--- src/rtl/i2c_rx_pkg.sv ---
package i2c_rx_pkg;

   typedef enum logic [2:0] {
      ST_IDLE,
      ST_ADDR,
      ST_RECV,
      ST_READ,
      ST_SKIP
   } rx_state_e;

   localparam int unsigned BYTE_BITS = 8;
   localparam int unsigned TADDR_BITS = 7;

endpackage

--- src/rtl/i2c_line_sync.sv ---
module i2c_line_sync #(
   parameter int unsigned STAGES = 2
) (
   input  logic clk,
   input  logic rst_n,
   input  logic scl_i,
   input  logic sda_i,
   output logic scl_s,
   output logic sda_s,
   output logic scl_rise,
   output logic scl_fall,
   output logic bus_start,
   output logic bus_stop
);

   if (STAGES < 2) begin : g_bad_stages
      $error("i2c_line_sync: STAGES must be at least 2");
   end

   logic [STAGES-1:0] scl_pipe;
   logic [STAGES-1:0] sda_pipe;
   logic              scl_d;
   logic              sda_d;

   always_ff @(posedge clk or negedge rst_n) begin
      if (!rst_n) begin
         scl_pipe <= '1;
         sda_pipe <= '1;
         scl_d    <= 1'b1;
         sda_d    <= 1'b1;
      end else begin
         scl_pipe <= {scl_pipe[STAGES-2:0], scl_i};
         sda_pipe <= {sda_pipe[STAGES-2:0], sda_i};
         scl_d    <= scl_pipe[STAGES-1];
         sda_d    <= sda_pipe[STAGES-1];
      end
   end

   assign scl_s     = scl_pipe[STAGES-1];
   assign sda_s     = sda_pipe[STAGES-1];
   assign scl_rise  = scl_s & ~scl_d;
   assign scl_fall  = ~scl_s & scl_d;
   assign bus_start = scl_s & scl_d & sda_d & ~sda_s;
   assign bus_stop  = scl_s & scl_d & ~sda_d & sda_s;

endmodule

--- src/rtl/i2c_buf_writer.sv ---
module i2c_buf_writer #(
   parameter int unsigned ADDR_W = 16,
   parameter int unsigned CNT_W  = 8
) (
   input  logic              clk,
   input  logic              rst_n,
   input  logic              xfer_begin,
   input  logic [ADDR_W-1:0] cfg_ptr,
   input  logic [CNT_W-1:0]  cfg_maxcnt,
   input  logic              byte_push,
   input  logic [7:0]        byte_data,
   output logic              room,
   output logic [CNT_W-1:0]  amount,
   output logic              mem_we,
   output logic [ADDR_W-1:0] mem_addr,
   output logic [7:0]        mem_wdata
);

   if (ADDR_W < 1 || CNT_W < 1) begin : g_bad_width
      $error("i2c_buf_writer: widths must be positive");
   end

   logic [ADDR_W-1:0] ptr_q;
   logic [CNT_W-1:0]  max_q;
   logic [CNT_W-1:0]  cnt_q;
   logic [ADDR_W-1:0] offs;

   if (ADDR_W >= CNT_W) begin : g_offs_ext
      assign offs = {{(ADDR_W-CNT_W){1'b0}}, cnt_q};
   end else begin : g_offs_trunc
      assign offs = cnt_q[ADDR_W-1:0];
   end

   assign room   = cnt_q < max_q;
   assign amount = cnt_q;

   always_ff @(posedge clk or negedge rst_n) begin
      if (!rst_n) begin
         ptr_q     <= '0;
         max_q     <= '0;
         cnt_q     <= '0;
         mem_we    <= 1'b0;
         mem_addr  <= '0;
         mem_wdata <= '0;
      end else begin
         mem_we <= 1'b0;
         if (xfer_begin) begin
            ptr_q <= cfg_ptr;
            max_q <= cfg_maxcnt;
            cnt_q <= '0;
         end else if (byte_push && room) begin
            mem_we    <= 1'b1;
            mem_addr  <= ptr_q + offs;
            mem_wdata <= byte_data;
            cnt_q     <= cnt_q + 1'b1;
         end
      end
   end

   AST_WRITE_WITHIN_LIMIT: assert property (@(posedge clk) disable iff (!rst_n)
      mem_we |-> (cnt_q <= max_q));

   AST_CFG_HELD: assert property (@(posedge clk) disable iff (!rst_n)
      !xfer_begin |=> ($stable(ptr_q) && $stable(max_q)));

endmodule

--- src/rtl/i2c_rx_ctrl.sv ---
module i2c_rx_ctrl
   import i2c_rx_pkg::*;
(
   input  logic       clk,
   input  logic       rst_n,
   input  logic       scl_s,
   input  logic       sda_s,
   input  logic       scl_rise,
   input  logic       scl_fall,
   input  logic       bus_start,
   input  logic       bus_stop,
   input  logic [6:0] own_addr,
   input  logic       read_suspend_en,
   input  logic       task_prepare_rx,
   input  logic       task_stop,
   input  logic       task_suspend,
   input  logic       task_resume,
   input  logic       room,
   output logic       scl_oe,
   output logic       sda_oe,
   output logic       evt_rx_started,
   output logic       evt_read,
   output logic       evt_stopped,
   output logic       evt_error,
   output logic       byte_push,
   output logic [7:0] byte_data
);

   localparam int unsigned BITS_W = $clog2(BYTE_BITS + 1);
   localparam logic [BITS_W-1:0] LAST_BIT = BITS_W'(BYTE_BITS - 1);
   localparam logic [BITS_W-1:0] FULL_BYTE = BITS_W'(BYTE_BITS);

   rx_state_e         state;
   logic [7:0]        shreg;
   logic [BITS_W-1:0] bitcnt;
   logic              need_dec;
   logic              in_ack;
   logic              prepared;
   logic              suspended;
   logic              addr_hit;
   logic              is_read;
   logic              decide;
   logic              wait_prep;
   logic              stretch_req;
   logic              shifting;

   always_comb begin
      addr_hit    = (shreg[7:1] == own_addr);
      is_read     = shreg[0];
      decide      = need_dec && !scl_s && !in_ack;
      wait_prep   = (state == ST_ADDR) && need_dec && addr_hit && !is_read && !prepared;
      stretch_req = suspended | wait_prep;
      shifting    = (state == ST_ADDR) || (state == ST_RECV);
   end

   always_ff @(posedge clk or negedge rst_n) begin
      if (!rst_n) begin
         state          <= ST_IDLE;
         shreg          <= '0;
         bitcnt         <= '0;
         need_dec       <= 1'b0;
         in_ack         <= 1'b0;
         prepared       <= 1'b0;
         suspended      <= 1'b0;
         scl_oe         <= 1'b0;
         sda_oe         <= 1'b0;
         evt_rx_started <= 1'b0;
         evt_read       <= 1'b0;
         evt_stopped    <= 1'b0;
         evt_error      <= 1'b0;
         byte_push      <= 1'b0;
         byte_data      <= '0;
      end else begin
         evt_rx_started <= 1'b0;
         evt_read       <= 1'b0;
         evt_stopped    <= 1'b0;
         evt_error      <= 1'b0;
         byte_push      <= 1'b0;
         scl_oe         <= stretch_req & (scl_oe | ~scl_s);

         if (task_prepare_rx) prepared <= 1'b1;
         if (task_resume)     suspended <= 1'b0;
         if (task_suspend)    suspended <= 1'b1;

         if (task_stop) begin
            state       <= ST_IDLE;
            sda_oe      <= 1'b0;
            scl_oe      <= 1'b0;
            in_ack      <= 1'b0;
            need_dec    <= 1'b0;
            prepared    <= 1'b0;
            suspended   <= 1'b0;
            evt_stopped <= 1'b1;
         end else if (bus_start) begin
            state    <= ST_ADDR;
            bitcnt   <= '0;
            need_dec <= 1'b0;
            in_ack   <= 1'b0;
            sda_oe   <= 1'b0;
         end else if (bus_stop) begin
            if (state == ST_RECV || state == ST_READ) begin
               evt_stopped <= 1'b1;
               prepared    <= 1'b0;
            end
            state    <= ST_IDLE;
            need_dec <= 1'b0;
            in_ack   <= 1'b0;
            sda_oe   <= 1'b0;
         end else begin
            if (shifting && scl_rise && !in_ack && bitcnt < FULL_BYTE) begin
               shreg  <= {shreg[6:0], sda_s};
               bitcnt <= bitcnt + 1'b1;
               if (bitcnt == LAST_BIT) need_dec <= 1'b1;
            end

            if (decide && state == ST_ADDR) begin
               if (!addr_hit) begin
                  state    <= ST_SKIP;
                  need_dec <= 1'b0;
               end else if (is_read) begin
                  state    <= ST_READ;
                  need_dec <= 1'b0;
                  in_ack   <= 1'b1;
                  sda_oe   <= 1'b1;
                  evt_read <= 1'b1;
                  if (read_suspend_en) suspended <= 1'b1;
               end else if (prepared) begin
                  state          <= ST_RECV;
                  need_dec       <= 1'b0;
                  in_ack         <= 1'b1;
                  sda_oe         <= 1'b1;
                  evt_rx_started <= 1'b1;
                  prepared       <= 1'b0;
               end
            end else if (decide && state == ST_RECV) begin
               need_dec <= 1'b0;
               in_ack   <= 1'b1;
               if (room) begin
                  sda_oe    <= 1'b1;
                  byte_push <= 1'b1;
                  byte_data <= shreg;
               end else begin
                  evt_error <= 1'b1;
               end
            end

            if (scl_fall && in_ack) begin
               sda_oe <= 1'b0;
               in_ack <= 1'b0;
               bitcnt <= '0;
            end
         end
      end
   end

   AST_STARTED_PULSE: assert property (@(posedge clk) disable iff (!rst_n)
      evt_rx_started |=> !evt_rx_started);

   AST_PREP_DROPPED: assert property (@(posedge clk) disable iff (!rst_n)
      (evt_rx_started && !task_prepare_rx) |=> !prepared);

   AST_NACK_ON_ERROR: assert property (@(posedge clk) disable iff (!rst_n)
      evt_error |-> !sda_oe);

   AST_RESTART_NO_STOP: assert property (@(posedge clk) disable iff (!rst_n)
      (bus_start && !task_stop) |=> !evt_stopped);

   AST_STOP_TO_IDLE: assert property (@(posedge clk) disable iff (!rst_n)
      evt_stopped |-> (state == ST_IDLE));

   AST_SUSPEND_HOLD: assert property (@(posedge clk) disable iff (!rst_n)
      (scl_oe && suspended && !task_resume && !task_stop) |=> scl_oe);

   AST_READ_ACK: assert property (@(posedge clk) disable iff (!rst_n)
      evt_read |-> sda_oe);

endmodule

--- src/rtl/i2c_rx_engine.sv ---
module i2c_rx_engine #(
   parameter int unsigned ADDR_W      = 16,
   parameter int unsigned CNT_W       = 8,
   parameter int unsigned SYNC_STAGES = 2
) (
   input  logic              clk,
   input  logic              rst_n,
   input  logic              scl_i,
   input  logic              sda_i,
   output logic              scl_oe,
   output logic              sda_oe,
   input  logic [6:0]        own_addr,
   input  logic [ADDR_W-1:0] cfg_ptr,
   input  logic [CNT_W-1:0]  cfg_maxcnt,
   input  logic              read_suspend_en,
   input  logic              task_prepare_rx,
   input  logic              task_stop,
   input  logic              task_suspend,
   input  logic              task_resume,
   output logic              evt_rx_started,
   output logic              evt_read,
   output logic              evt_stopped,
   output logic              evt_error,
   output logic [CNT_W-1:0]  rx_amount,
   output logic              mem_we,
   output logic [ADDR_W-1:0] mem_addr,
   output logic [7:0]        mem_wdata
);

   logic       scl_s;
   logic       sda_s;
   logic       scl_rise;
   logic       scl_fall;
   logic       bus_start;
   logic       bus_stop;
   logic       room;
   logic       byte_push;
   logic [7:0] byte_data;
   logic       started;

   i2c_line_sync #(.STAGES(SYNC_STAGES)) u_sync (
      .clk       (clk),
      .rst_n     (rst_n),
      .scl_i     (scl_i),
      .sda_i     (sda_i),
      .scl_s     (scl_s),
      .sda_s     (sda_s),
      .scl_rise  (scl_rise),
      .scl_fall  (scl_fall),
      .bus_start (bus_start),
      .bus_stop  (bus_stop)
   );

   i2c_rx_ctrl u_ctrl (
      .clk             (clk),
      .rst_n           (rst_n),
      .scl_s           (scl_s),
      .sda_s           (sda_s),
      .scl_rise        (scl_rise),
      .scl_fall        (scl_fall),
      .bus_start       (bus_start),
      .bus_stop        (bus_stop),
      .own_addr        (own_addr),
      .read_suspend_en (read_suspend_en),
      .task_prepare_rx (task_prepare_rx),
      .task_stop       (task_stop),
      .task_suspend    (task_suspend),
      .task_resume     (task_resume),
      .room            (room),
      .scl_oe          (scl_oe),
      .sda_oe          (sda_oe),
      .evt_rx_started  (started),
      .evt_read        (evt_read),
      .evt_stopped     (evt_stopped),
      .evt_error       (evt_error),
      .byte_push       (byte_push),
      .byte_data       (byte_data)
   );

   assign evt_rx_started = started;

   i2c_buf_writer #(.ADDR_W(ADDR_W), .CNT_W(CNT_W)) u_writer (
      .clk        (clk),
      .rst_n      (rst_n),
      .xfer_begin (started),
      .cfg_ptr    (cfg_ptr),
      .cfg_maxcnt (cfg_maxcnt),
      .byte_push  (byte_push),
      .byte_data  (byte_data),
      .room       (room),
      .amount     (rx_amount),
      .mem_we     (mem_we),
      .mem_addr   (mem_addr),
      .mem_wdata  (mem_wdata)
   );

   AST_ERROR_NO_WRITE: assert property (@(posedge clk) disable iff (!rst_n)
      evt_error |-> !mem_we);

endmodule

--- config.mk ---
export PLATFORM = sky130hd
export DESIGN_NAME = i2c_rx_engine
export DESIGN_NICKNAME = d
export VERILOG_FILES = /design/src/rtl/i2c_rx_pkg.sv /design/src/rtl/i2c_line_sync.sv /design/src/rtl/i2c_buf_writer.sv /design/src/rtl/i2c_rx_ctrl.sv /design/src/rtl/i2c_rx_engine.sv
export SDC_FILE = /design/constraint.sdc
export NUM_CORES = 1
export LEC_CHECK = 0
export ABC_AREA = 1
export BUFFER_PORTS_ARGS = -buffer_cell sky130_fd_sc_hd__buf_2
export CORE_ASPECT_RATIO = 1.1
export CORE_UTILIZATION = 51
export DETAILED_ROUTE_END_ITERATION = 7
export GPL_TIMING_DRIVEN = 1
export PLACE_DENSITY = 0.75
export SLEW_MARGIN = 25
export SYNTH_ARGS = -nofsm -noshare
export SYNTH_HDL_FRONTEND = slang
export SYNTH_SLANG_ARGS = --single-unit
export TNS_END_PERCENT = 20
--- constraint.sdc ---
create_clock -name clk -period 1.9 [get_ports clk]
set_clock_uncertainty 0.2 [all_clocks]
set_input_delay 0.095 -clock clk [delete_from_list [all_inputs] [get_ports clk]]
set_output_delay 0.095 -clock clk [all_outputs]
set_load 0.02 [all_outputs]
Word level (Yosys, flattened, before mapping)

Index checks and enable logic that the tools add are counted.

Output and inout port bits: 39
Bits in registers: 97

Eq/ne operators: 9
Reduce and logical (&&, ||, !) cells: 31
Add/sub/neg operators: 3
Magnitude comparators: 2
Multiplexer cells: 89
Bitwise gates (word level): 19

Operators by type and width:

| operator                                             | number |
|---|---|
| two-way mux 1 bit                                    | 76 |
| two-way mux 3 bit                                    | 7 |
| adder 16 x 8 -> 16 bit                               | 1 |
| two-way mux 4 bit                                    | 4 |
| two-way mux 8 bit                                    | 2 |
| logical AND 1 bit                                    | 13 |
| nonzero test 6 bit                                   | 2 |
| NOT 1 bit                                            | 9 |
| adder 8 x 1 -> 8 bit (second input constant)         | 1 |
| AND 1 bit                                            | 8 |
| less-than comparator 8 bit                           | 1 |
| AND reduction 4 bit                                  | 2 |
| equality test 7 bit                                  | 1 |
| != test 7 x 5 -> 1 bit (second input constant)       | 1 |
| equality test 3 x 2 -> 1 bit (second input constant) | 2 |
| != test 6 x 4 -> 1 bit (second input constant)       | 1 |
| != test 6 x 5 -> 1 bit (second input constant)       | 1 |
| AND reduction 3 bit                                  | 2 |
| AND reduction 6 bit                                  | 1 |
| adder 4 x 1 -> 4 bit (second input constant)         | 1 |
| equality test 4 x 3 -> 1 bit (second input constant) | 1 |
| logical NOT 1 bit                                    | 4 |
| less-than comparator 4 bit (second input constant)   | 1 |
| AND reduction 2 bit                                  | 2 |
| 7 further kinds                                      | 9 |

Longest topological paths before layout

Gate-level depths: netlist (run 1).

Word-level depth: 13
Gate-level depth with buffers: 13
Mapped depth without buffers: 12

Hierarchy

From an unflattened synthesis (run 1), not the netlist that was laid out.

Cell total of the unflattened synthesis: 614
Area total of the unflattened synthesis: 4927.2 µm²

Modules (own cells, without submodules):

| module         | cells an instance | times used | area an instance (µm²) |
|---|---|---|---|
| i2c_buf_writer | 392               | 1          | 3059.2 |
| i2c_rx_ctrl    | 205               | 1          | 1669.1 |
| i2c_line_sync  | 17                | 1          | 198.9 |

Worst setup path after synthesis (run 1)

OpenSTA, ideal clock, no wires.

Path type: register -> register
Start point: register u_writer.cnt_q[0] (netlist: u_writer.amount[0])
End point: register u_writer.mem_addr[14]
Slack: -309 ps
Library setup time: 117 ps
Stages on the path, launching flop included: 12
Buffers on the path: 0
Arrival: 1892 ps
Required time: 1583 ps
Cell sequence: dfrtp_1 ha_1 inv_1 fa_1 o21ai_1 nand2_1 nand2_1 nand3_1 nand2_1 nand2_1 nand2_1 nand2_1

Word-level cells in the longest chain between the ends: 3

Ends and longest elaborated chain:

| what                                 | line                 | source |
|---|---|---|
| start, declared                      | i2c_buf_writer.sv:25 | `logic [CNT_W-1:0] cnt_q;` |
| start signal, assigned               | i2c_buf_writer.sv:55 | `cnt_q <= cnt_q + 1'b1;` |
| less-than comparator 8 bit           | i2c_buf_writer.sv:34 | `assign room = cnt_q < max_q;` |
| logical AND 1 bit                    | i2c_buf_writer.sv:51 | `end else if (byte_push && room) begin` |
| AND reduction 2 bit (no source line) | -                    |  |
| end signal, assigned                 | i2c_buf_writer.sv:53 | `mem_addr <= ptr_q + offs;` |
| end, declared                        | i2c_buf_writer.sv:15 | `output logic [ADDR_W-1:0] mem_addr,` |

Several ways; a longest one is shown, not always the timed one.
A chain may end at the register's enable or synchronous reset.

Worst setup path in the final report (run 1)

Start point: register u_writer.cnt_q[5] (netlist: u_writer.amount[5])
End point: register u_writer.mem_addr[7]

Same word-level chain as after synthesis.

==> summary.md, run 1 <==
| Metric | Value |
|---|---|
| Longest Clk Path Bufs | 2 |
| Die width | 95.7 um |
| CP Class | flop to flop |
| Status | finished with violations |
| Setup Viol. Count Final | 11 |
| Final setup TNS | -480 ps |
| Post-route worst setup slack | -81.6 ps |
| Setup crit start | u_writer.amount[5] |
| CP startpoint kind | flop |
| Comb power frac | 12.8% |
| Worst VDD drop | 0.000460 V |
| Avg Inst Size Synth | 8.20 um2 |
| Post-DRT Antenna Nets | 0 |
| First-pass DRT Iterations | 4 |
| Tmin final | 1980 ps |
| CP Cell Sequence | buf_4 -> ha_4 -> nand2_2 -> nor2_1 -> nand2_2 -> nand2_2 -> buf_4 -> xor2_1 -> nand2_1 -> nand2_1 |
| Die ar. | 0.0100 mm2 |
| Synth warn | 0 |
| Yosys reg bits | 97 |
| Die Y | 105 um |
| Slowest CP cell | dfrtp_2 |
| Initial antenna violation count | 0 |
| Worst setup EP type | flop |
| # diodes | 0 |
| Slew @ Worst Pin | 407 ps |
| Pwr dens | 601 mW/mm2 |
| Static Leak | 3.52 nW |
| RSZ-0062 raised after global routing | true |
| Final period util | 104% |
| Iter 0 DRT Violations | 216 |
| Data arrival, critical path | 2080 ps |
| DRC viols | 0 |
| First-pass GRT wire length | 19.5 mm |
| CTS buffer count | 9 |
| Pwr Total | 4.02 mW |
| Psw | 1.12 mW |
| Worst r2r src | u_writer.amount[5] |
| Cells after synthesis | 600 |
| Mapped cell area | 0.00492 mm2 |
| Hold_ws | -1.60 ps |
| Clk pwr share | 29.9% |
| Syn_nets | 658 |
| Worst-path fanout max | 4 |
| CTS tree | built |
| Skew-Pair Late Insertion Delay | 360 ps |
| Vias | 4465 |
| Max cap viols | 0 |
| Final non-filler cell total | 885 |
| Sw frac | 27.9% |
| Violated checks | hold timing, setup timing |
| Clk sinks | 97 |
| Most frequent CP cell | nand2_2 |
| Pin count of the biggest net entering global routing | 35 |
| Final WL | 12.2 mm |
| H-Tree Depth | 3 |
| Fin. max-slew vios | 0 |
| Yosys cell types | 39 |
| Dpl cell area | 0.00567 mm2 |
| Final hold violation count | 1 |
| Final RePlAce weighted congestion | 0.942 |
| PortBufs | 78 |
| Root Driver | clkbuf_8 |
| Detail Placement HPWL | 7.84 mm |
| # nets final | 821 |
| Routed wire per std cell | 13.8 um |
| Row count | 37 |
| Hold WC Path Type | input pin to asynchronous set/reset pin |
| CP required | 2000 ps |
| Sequential area share after synthesis | 49.5% |
| Area Growth Syn to Fin | 36.0% |
| Cell area after layout | 0.00669 mm2 |
| Vias in the first global route | 4506 |
| Overall Global Routing Usage | 24.8% |
| Grt ovf | 0 |
| Final core utilization | 71.6% |
| CP max stage delay | 440 ps |
| Max frequency | 0.505 GHz |
| Total core area | 0.00935 mm2 |
| Share of post-route cells with drive strength above 1 | 31.4% |
| CTS clk-pin slew, worst paths | 90 ps |
| I/O pins | 79 |
| Reg power frac | 57.3% |
| Placed cell count | 812 |
| Max-slew headroom | 72.9% |
| DR vias/cell | 5.05 |
| Pint | 2.90 mW |
| Initial core utilization | 52.6% |
==> kinds of logic after synthesis <==
logic type,Yosys count,synth area share [%]
fa+ha+maj,18,4.73
flops,97,49.5
buf+inv,84,7.40
compound gates,71,8.11
simple gates,315,27.6
xor+xnor,15,2.67
==> critical path: cells and delay by family, from the launching register on <==
kind / cells / cell delay [ps]
AND/OR/NAND/NOR: 6 / 540
flip-flops: 1 / 440
buffers and inverters: 2 / 290
adder cells (fa/ha/maj): 1 / 280
XOR/XNOR: 1 / 170
==> synthesized netlist by cell type, drive strengths merged <==
cell	instances	area, um2
a21o	2	15.0
a21oi	14	70.1
a22o	1	8.76
a31oi	1	6.26
and3	2	12.5
buf	8	78.8
clkbuf	5	18.8
dfrtp	91	2280
dfstp	6	158
fa	1	20.0
ha	17	213
inv	71	267
nand2	235	905
nand3	29	168
nand4	5	37.5
nor2	34	168
nor3	8	56.3
nor3b	1	7.51
nor4	1	6.26
o21a	1	7.51
o21ai	51	285
o22ai	1	6.26
xnor2	3	26.3
xor2	12	105
==> sequential cells by signal, indices dropped and copies added, names as in the netlist, 2 cells and up <==
name and count:
u_ctrl.bitcnt 4, u_ctrl.byte_data 8, u_ctrl.shreg 8, u_ctrl.state 3, u_sync.scl_pipe 2, u_sync.sda_pipe 2
u_writer.amount 8, u_writer.max_q 8, u_writer.mem_addr 16, u_writer.mem_wdata 8, u_writer.ptr_q 16
==> metal layers <==
| layer | share of wire (%) | routed length, um | up-vias | track usage (%) |
|---|---|---|---|---|
| li1 | - | - | 2216 | - |
| met1 | 39 | 4830 | 2109 | 28.1 |
| met2 | 54 | 6580 | 107 | 45.1 |
| met3 | 3.9 | 475 | 33 | 3.13 |
| met4 | 2.8 | 341 | 0 | 11.8 |
| met5 | 0 | 0 | - | 0 |
==> per-stage QoR <==
| step | setup slack [ps] | hold slack, ps |
|---|---|---|
| after detailed placement | -133 | -146 |
| after floorplan | -0.882 | -401 |
| after CTS | -26.6 | 6.44 |
| after global placement | -68.8 | -146 |
| final | -81.6 | -1.60 |
| after global routing | -166 | 23.6 |
==> area by class of cell <==
class / count / area [um2]
clock buffer: 11 / 131
inverter: 71 / 274
sequential: 97 / 2440
multi-input combinational: 423 / 2490
fill: 729 / 2660
timing repair buffer: 161 / 1160
tap: 117 / 146
clock inverter: 5 / 38.8
==> cell usage in the layout, fill, tap and decap left out, types with 2 or more instances in the layout <==
| master | synthesis | final |
|---|---|---|
| nand3_1 | 26 | 24 |
| dlygate4sd3_1 | 0 | 33 |
| inv_1 | 68 | 63 |
| inv_6 | 0 | 2 |
| ha_1 | 17 | 6 |
| dfrtp_2 | 0 | 8 |
| o21ai_2 | 8 | 8 |
| nand2_8 | 0 | 3 |
| nor3_1 | 6 | 4 |
| and3_1 | 2 | 2 |
| nand2_1 | 230 | 210 |
| nand4_1 | 4 | 4 |
| o21ai_0 | 41 | 40 |
| a21oi_2 | 0 | 4 |
| nor3_2 | 1 | 3 |
| dfrtp_1 | 91 | 83 |
| nand3_4 | 1 | 4 |
| ha_4 | 0 | 10 |
| clkbuf_8 | 0 | 9 |
| dfstp_2 | 6 | 6 |
| nand3_2 | 2 | 3 |
| xnor2_1 | 3 | 3 |
| buf_2 | 2 | 77 |
| buf_12 | 1 | 5 |
| a21oi_1 | 14 | 10 |
| xor2_1 | 12 | 11 |
| o21ai_1 | 2 | 2 |
| a21o_1 | 2 | 2 |
| nand2_2 | 3 | 19 |
| clkbuf_1 | 5 | 2 |
| nor2_1 | 28 | 23 |
| buf_4 | 2 | 45 |
| inv_2 | 3 | 7 |
| nor2_2 | 1 | 5 |
| nor2_4 | 5 | 6 |
| nand2_4 | 2 | 5 |
==> power by group through the flow <==
| stage | logic, mW | registers [mW] | clock network (mW) |
|---|---|---|---|
| after global placement | 0.421 | 2.34 | 0 |
| after detailed placement | 0.438 | 2.34 | 0 |
| after floorplan | 0.273 | 2.32 | 0 |
| final | 0.513 | 2.30 | 1.20 |
| after CTS | 0.494 | 2.30 | 1.24 |
| after global routing | 0.590 | 2.32 | 1.31 |
==> worst paths after layout <==
kind	slack (ps)	end	cells past startpoint
hold / removal	-2	u_writer.mem_addr[0]	2
setup reg to reg	-80	u_writer.mem_addr[7]	10
min in group clk	10	u_ctrl.evt_rx_started	6
max in group asynchronous	840	u_writer.ptr_q[5]	3
hold reg to reg	160	u_sync.scl_pipe[1]	0
setup / recovery	-80	u_writer.mem_addr[7]	10
==> what timing repair did <==
| item | 4_1_cts | 5_1_grt |
|---|---|---|
| endpoints found under the hold margin | 137 | 0 |
| hold buffers | 33 | 0 |
| resized for setup | 24 | 43 |
| cloned | 2 | 2 |
| pin swaps | 11 | 16 |
| endpoints found under the setup margin | 39 | 47 |
| buffers inserted | 6 | 14 |
(Power assumes the default switching activity.)
==> inputs of run 2 (changes only) <==
--- a/config.mk
+++ b/config.mk
@@ -7,8 +7,11 @@
 export LEC_CHECK = 0
 export ABC_AREA = 1
 export BUFFER_PORTS_ARGS = -buffer_cell sky130_fd_sc_hd__buf_2
+export CELL_PAD_IN_SITES_DETAIL_PLACEMENT = 2
+export CELL_PAD_IN_SITES_GLOBAL_PLACEMENT = 2
 export CORE_ASPECT_RATIO = 1.1
-export CORE_UTILIZATION = 51
+export CORE_MARGIN = 10
+export CORE_UTILIZATION = 30
 export DETAILED_ROUTE_END_ITERATION = 7
 export GPL_TIMING_DRIVEN = 1
 export PLACE_DENSITY = 0.75
==> run 2 against run 1 <==
  * Critical endpoint is now u_writer.mem_wdata[1]
  * Wire length rose by 68%
  * Design area rose by 9.3%
  * Die area rose by 120%
  * First-iteration DRC count fell by 17%
  * Cell count rose by 11%
  * Core utilization fell by 27 points
  * The run ends with setup timing left
  * Largest cell class unchanged
  * Sequential power barely moved
  * Hold slack improved by 17 ps
  * Register-to-register slack got worse by 110 ps
==> summary.md, run 2 (synthesized netlist as in run 1, its figures left out) <==
| Metric | Value |
|---|---|
| Status | finished with violations (unchanged) |
| Violated checks | setup timing (was hold timing, setup timing) |
| First-pass DRT Iterations | 4 (unchanged) |
| Slew @ Worst Pin | 741 ps (was 407 ps) |
| Worst r2r src | u_writer.amount[1] (was u_writer.amount[5]) |
| PortBufs | 78 (unchanged) |
| Area Growth Syn to Fin | 48.6% (was 36.0%) |
| Hold WC Path Type | input pin to asynchronous set/reset pin (unchanged) |
| Longest Clk Path Bufs | 2 (unchanged) |
| CP required | 2000 ps (about the same) |
| CTS clk-pin slew, worst paths | 80 ps (was 90 ps) |
| Initial antenna violation count | 0 (unchanged) |
| Final period util | 110% (was 104%) |
| Tmin final | 2090 ps (was 1980 ps) |
| Placed cell count | 914 (was 812) |
| CP Cell Sequence | ha_4 -> o21ai_2 -> nand2_1 -> nand2_2 -> nand2_2 -> nand2_4 -> nand3_4 -> nor2_4 -> buf_6 -> nand2_1 -> nand2_1 (was buf_4 -> ha_4 -> nand2_2 -> nor2_1 -> nand2_2 -> nand2_2 -> buf_4 -> xor2_1 -> nand2_1 -> nand2_1) |
| WP buf/inv | 1 (was 2) |
| Final core utilization | 45.0% (was 71.6%) |
| RSZ-0062 raised after global routing | true (unchanged) |
| Commonest cells after routing, fill and taps aside | 185 x nand2_1, 83 x dfrtp_1, 77 x buf_2 (was 210 x nand2_1, 83 x dfrtp_1, 77 x buf_2) |
| Max-slew headroom | 50.5% (was 72.9%) |
| CP startpoint kind | flop (unchanged) |
| # nets final | 834 (was 821) |
| Worst VDD drop | 0.000431 V (was 0.000460 V) |
| Pin count of the biggest net entering global routing | 34 (was 35) |
| Reg-to-Reg End | u_writer.mem_wdata[1] (was u_writer.mem_addr[7]) |
| Static Leak | 3.74 nW (was 3.52 nW) |
| Post-placement setup slack | -304 ps (was -133 ps) |
| Die width | 142 um (was 95.7 um) |
| Skew-Pair Late Insertion Delay | 360 ps (about the same) |
| Clk sinks | 97 (unchanged) |
| Final hold violation count | 0 (was 1) |
| CTS buffer count | 9 (unchanged) |
| Dpl cell area | 0.00594 mm2 (was 0.00567 mm2) |
| Initial core utilization | 30.3% (was 52.6%) |
| Iter 0 DRT Violations | 179 (was 216) |
| Max cap viols | 0 (unchanged) |
| Share of post-route cells with drive strength above 1 | 39.2% (was 31.4%) |
| CP max stage delay | 490 ps (was 440 ps) |
| Routed wire per std cell | 20.9 um (was 13.8 um) |
| Worst setup EP type | flop (unchanged) |
| Row count | 49 (was 37) |
| CP Class | flop to flop (unchanged) |
| Final setup TNS | -4850 ps (was -480 ps) |
| Post-DRT Antenna Nets | 0 (unchanged) |
| Die ar. | 0.0219 mm2 (was 0.0100 mm2) |
| First-pass GRT wire length | 30.6 mm (was 19.5 mm) |
| Final RePlAce weighted congestion | 0.874 (was 0.942) |
| Crit-path leading delay family | simple AND/OR/NAND/NOR gates (unchanged) |
| Worst-path fanout max | 9 (was 4) |
| Commonest non-fill, non-tap cell in the layout | nand2_1 (unchanged) |
| Max frequency | 0.478 GHz (was 0.505 GHz) |
| DRC viols | 0 (unchanged) |
| Detail Placement HPWL | 12.9 mm (was 7.84 mm) |
| Final non-filler cell total | 985 (was 885) |
| Setup Viol. Count Final | 42 (was 11) |
| Root Driver | clkbuf_16 (was clkbuf_8) |
| Slowest CP cell | dfrtp_2 (unchanged) |
| CTS tree | built (unchanged) |
| Data arrival, critical path | 2190 ps (was 2080 ps) |
| Pwr Total | 4.78 mW (was 4.02 mW) |
| Pwr dens | 653 mW/mm2 (was 601 mW/mm2) |
| Overall Global Routing Usage | 17.8% (was 24.8%) |
| Die Y | 154 um (was 105 um) |
| Most frequent CP cell | nand2_1 (was nand2_2) |
| Total core area | 0.0162 mm2 (was 0.00935 mm2) |
| Vias | 4785 (was 4465) |
| I/O pins | 79 (unchanged) |
| R2r worst-path depth | 11 (was 10) |
| Post-route worst setup slack | -193 ps (was -81.6 ps) |
| H-Tree Depth | 3 (unchanged) |
| Fin. max-slew vios | 0 (unchanged) |
| Setup crit start | u_writer.amount[1] (was u_writer.amount[5]) |
| DR vias/cell | 4.86 (was 5.05) |
| Largest regs | u_writer.mem_addr x16, u_writer.ptr_q x16 (unchanged) |
| Vias in the first global route | 5618 (was 4506) |
| # diodes | 0 (unchanged) |
| Cell area after layout | 0.00732 mm2 (was 0.00669 mm2) |
| Hold_ws | 15.8 ps (was -1.60 ps) |
| Grt ovf | 0 (unchanged) |
| Final WL | 20.6 mm (was 12.2 mm) |
| R2R Setup Slk | -190 ps (was -80 ps) |
run 2: changes by cell type in the layout (fill, tap and decap cells not counted), sizes merged:
cell,before,now
buf,128,143
nand3,31,32
clkbuf,11,9
nand2,237,235
dlygate4sd3,33,32
clkinv,2,4
run 2: final cells by class:
cell class	count	area, um2
tap	204	255
sequential	97	2440
timing repair buffer	175	1310
fill	1753	8930
clock buffer	9	225
inverter	71	277
multi-input combinational	422	2740
clock inverter	7	66.3
run 2: report_power, final:
part	internal, mW	switching [mW]	total (mW)	leakage (nW)
sequential	2.20	0.115	2.31	1.17
combinational	0.266	0.354	0.620	2.43
clock	0.917	0.931	1.85	0.141
total	3.38	1.40	4.78	3.74
run 2: timing repair:
action | in CTS | in global routing
hold endpoints to repair | 112 | 0
gates cloned | 4 | 0
setup endpoints to repair | 44 | 56
pin swaps | 22 | 24
resized for setup | 72 | 71
buffers inserted | 13 | 8
hold buffers | 32 | 0
run 2: worst max path at each step:
stage | endpoint | slack, ps | depth (start not counted)
final | u_writer.mem_wdata[1] | -190 | 11
after global routing | u_writer.mem_addr[14] | -280 | 11
after CTS | u_writer.mem_addr[14] | -150 | 11
after detailed placement | u_writer.mem_addr[15] | -300 | 10
after global placement | u_writer.mem_addr[15] | -210 | 10
after floorplan | u_writer.mem_addr[14] | -0.9 | 11
run 2: layer usage:
metal  global-route usage (%)  part of all wire (%)
met5                        0                     0
met4                     7.99                   4.2
met3                     3.40                   3.6
met2                     33.9                    56
met1                     18.0                    36
==> inputs of run 3 (changes only) <==
--- a/config.mk
+++ b/config.mk
@@ -15,6 +15,7 @@
 export DETAILED_ROUTE_END_ITERATION = 7
 export GPL_TIMING_DRIVEN = 1
 export PLACE_DENSITY = 0.75
+export REMOVE_ABC_BUFFERS = 1
 export SLEW_MARGIN = 25
 export SYNTH_ARGS = -nofsm -noshare
 export SYNTH_HDL_FRONTEND = slang
==> run 3 against run 2 <==
  * Via count down 3.6%
  * Largest power group unchanged
  * Register-to-register slack better by 80 ps
  * Non-clock buffer count down 5
  * First-iteration DRC count down 5.0%
  * Clock-buffer cell count up 3
  * Die area unchanged
  * The flow still finishes with violations (setup timing)
  * Flip-flop and latch count unchanged
  * Design area down 4.3%
==> summary.md, run 3 (synthesized netlist as in run 1, its figures left out) <==
| Metric | Value |
|---|---|
| Status | finished with violations (unchanged) |
| Largest regs | u_writer.mem_addr x16, u_writer.ptr_q x16 (unchanged) |
| Row count | 49 (unchanged) |
| Grt ovf | 0 (unchanged) |
| Worst-path fanout max | 5 (was 9) |
| CP startpoint kind | flop (unchanged) |
| Root Driver | clkbuf_16 (unchanged) |
| First-pass GRT wire length | 28.6 mm (was 30.6 mm) |
| Total core area | 0.0162 mm2 (unchanged) |
| Commonest non-fill, non-tap cell in the layout | nand2_1 (unchanged) |
| Violated checks | setup timing (unchanged) |
| Slew @ Worst Pin | 478 ps (was 741 ps) |
| Fin. max-slew vios | 0 (unchanged) |
| Skew-Pair Late Insertion Delay | 370 ps (was 360 ps) |
| Placed cell count | 914 (unchanged) |
| Initial core utilization | 30.3% (unchanged) |
| Commonest cells after routing, fill and taps aside | 193 x nand2_1, 86 x dfrtp_1, 77 x buf_2 (was 185 x nand2_1, 83 x dfrtp_1, 77 x buf_2) |
| Clk sinks | 97 (unchanged) |
| Clk pwr share | 38.5% (was 38.7%) |
| Worst setup EP type | flop (unchanged) |
| CTS tree | built (unchanged) |
| Pwr dens | 672 mW/mm2 (was 653 mW/mm2) |
| Final non-filler cell total | 977 (was 985) |
| Pin count of the biggest net entering global routing | 31 (was 34) |
| H-Tree Depth | 3 (unchanged) |
| Reg-to-Reg End | u_writer.mem_addr[8] (was u_writer.mem_wdata[1]) |
| Routed wire per std cell | 17.7 um (was 20.9 um) |
| Sw frac | 27.6% (was 29.3%) |
| Die width | 142 um (unchanged) |
| Final hold violation count | 0 (unchanged) |
| Setup Viol. Count Final | 32 (was 42) |
| Overall Global Routing Usage | 16.2% (was 17.8%) |
| Die ar. | 0.0219 mm2 (unchanged) |
| # diodes | 0 (unchanged) |
| Final RePlAce weighted congestion | 0.859 (was 0.874) |
| Share of post-route cells with drive strength above 1 | 35.2% (was 39.2%) |
| Area Growth Syn to Fin | 42.2% (was 48.6%) |
| Psw | 1.30 mW (was 1.40 mW) |
| Longest Clk Path Bufs | 2 (unchanged) |
| Worst VDD drop | 0.000427 V (was 0.000431 V) |
| CP required | 1950 ps (was 2000 ps) |
| Vias | 4615 (was 4785) |
| # nets final | 826 (was 834) |
| Pwr Total | 4.70 mW (was 4.78 mW) |
| Data arrival, critical path | 2070 ps (was 2190 ps) |
| Hold WC Path Type | input pin to asynchronous set/reset pin (unchanged) |
| Detail Placement HPWL | 11.9 mm (was 12.9 mm) |
| Tmin final | 2020 ps (was 2090 ps) |
| Reg power frac | 49.1% (was 48.4%) |
| R2r worst-path depth | 8 (was 11) |
| R2R Setup Slk | -120 ps (was -190 ps) |
| Post-DRT Antenna Nets | 0 (unchanged) |
| Max-slew headroom | 68.1% (was 50.5%) |
| Worst r2r src | u_writer.amount[7] (was u_writer.amount[1]) |
| PortBufs | 78 (unchanged) |
| Iter 0 DRT Violations | 170 (was 179) |
| First-pass DRT Iterations | 4 (unchanged) |
| I/O pins | 79 (unchanged) |
| Die Y | 154 um (unchanged) |
| RSZ-0062 raised after global routing | true (unchanged) |
| Final WL | 17.3 mm (was 20.6 mm) |
| Comb power frac | 12.3% (was 13.0%) |
| CTS clk-pin slew, worst paths | 70 ps (was 80 ps) |
| CTS buffer count | 9 (unchanged) |
| Max frequency | 0.496 GHz (was 0.478 GHz) |
| DR vias/cell | 4.72 (was 4.86) |
| DRC viols | 0 (unchanged) |
| Static Leak | 3.63 nW (was 3.74 nW) |
| Final period util | 106% (was 110%) |
| Post-placement setup slack | -247 ps (was -304 ps) |
| Post-route worst setup slack | -118 ps (was -193 ps) |
| Pint | 3.40 mW (was 3.38 mW) |
| Initial antenna violation count | 0 (unchanged) |
| Final setup TNS | -2260 ps (was -4850 ps) |
| CP Class | flop to flop (unchanged) |
| Vias in the first global route | 5471 (was 5618) |
| Max cap viols | 0 (unchanged) |
==> run 3: repair_timing <==
| item | 4_1_cts | 5_1_grt |
|---|---|---|
| pin swaps | 28 | 15 |
| gates resized for setup | 47 | 60 |
| setup endpoints to repair | 44 | 58 |
| endpoints found under the hold margin | 125 | 0 |
| buffers inserted | 9 | 5 |
| gates cloned | 1 | 0 |
| hold buffers | 32 | 0 |
==> run 3: critical path: stages, from the launching register on <==
cell and delay [ps]:
dfrtp_1 410, buf_4 180, ha_4 260, a21o_1 210
nor2_1 240, nand2_4 110, xor2_1 170, nand2_1 90
nand2_1 50
==> run 3: power groups by stage <==
stage / clock network (mW) / logic [mW] / registers, mW
2_1_floorplan: 0 / 0.271 / 2.32
3_3_place_gp: 0 / 0.491 / 2.34
3_5_place_dp: 0 / 0.524 / 2.35
4_1_cts: 1.87 / 0.584 / 2.31
5_1_grt: 1.97 / 0.666 / 2.34
6_report: 1.81 / 0.580 / 2.31
==> run 3: layer usage <==
metal,GRT usage [%],vias to the layer above,share of wire [%]
met2,30.1,62,56
li1,-,2220,-
met3,3.52,13,3.5
met1,17.6,2320,39
met4,5.07,0,1.3
met5,0,-,0
==> run 3: worst max path at each step <==
stage                                from                    end  slack (ps)  cells past startpoint
finish                 u_writer.amount[7]   u_writer.mem_addr[8]        -120                      8
global route           u_writer.amount[7]  u_writer.mem_addr[14]        -230                     11
CTS                    u_writer.amount[1]  u_writer.mem_addr[12]        -110                     12
detailed placement     u_writer.amount[3]  u_writer.mem_wdata[6]        -250                      9
global placement       u_writer.amount[3]   u_writer.mem_addr[2]        -190                      9
floorplan           u_ctrl.evt_rx_started   u_writer.mem_addr[5]        -340                      4
==> run 3: layout make-up <==
cell class	instances	area, um2
fill	1760	9250
clock buffer	12	256
tap	204	255
clock inverter	4	27.5
multi-input combinational	419	2490
sequential	97	2440
timing repair buffer	170	1260
inverter	71	269
==> run 3: through the flow <==
step	utilization (%)	instance area, um2	hold slack [ps]
after floorplan	-	4820	-401
after global placement	36.1	5870	-118
after detailed placement	36.1	5870	-105
after CTS	41.5	6750	46.3
after global routing	43.1	7000	72.7
final	43.1	7000	28.8
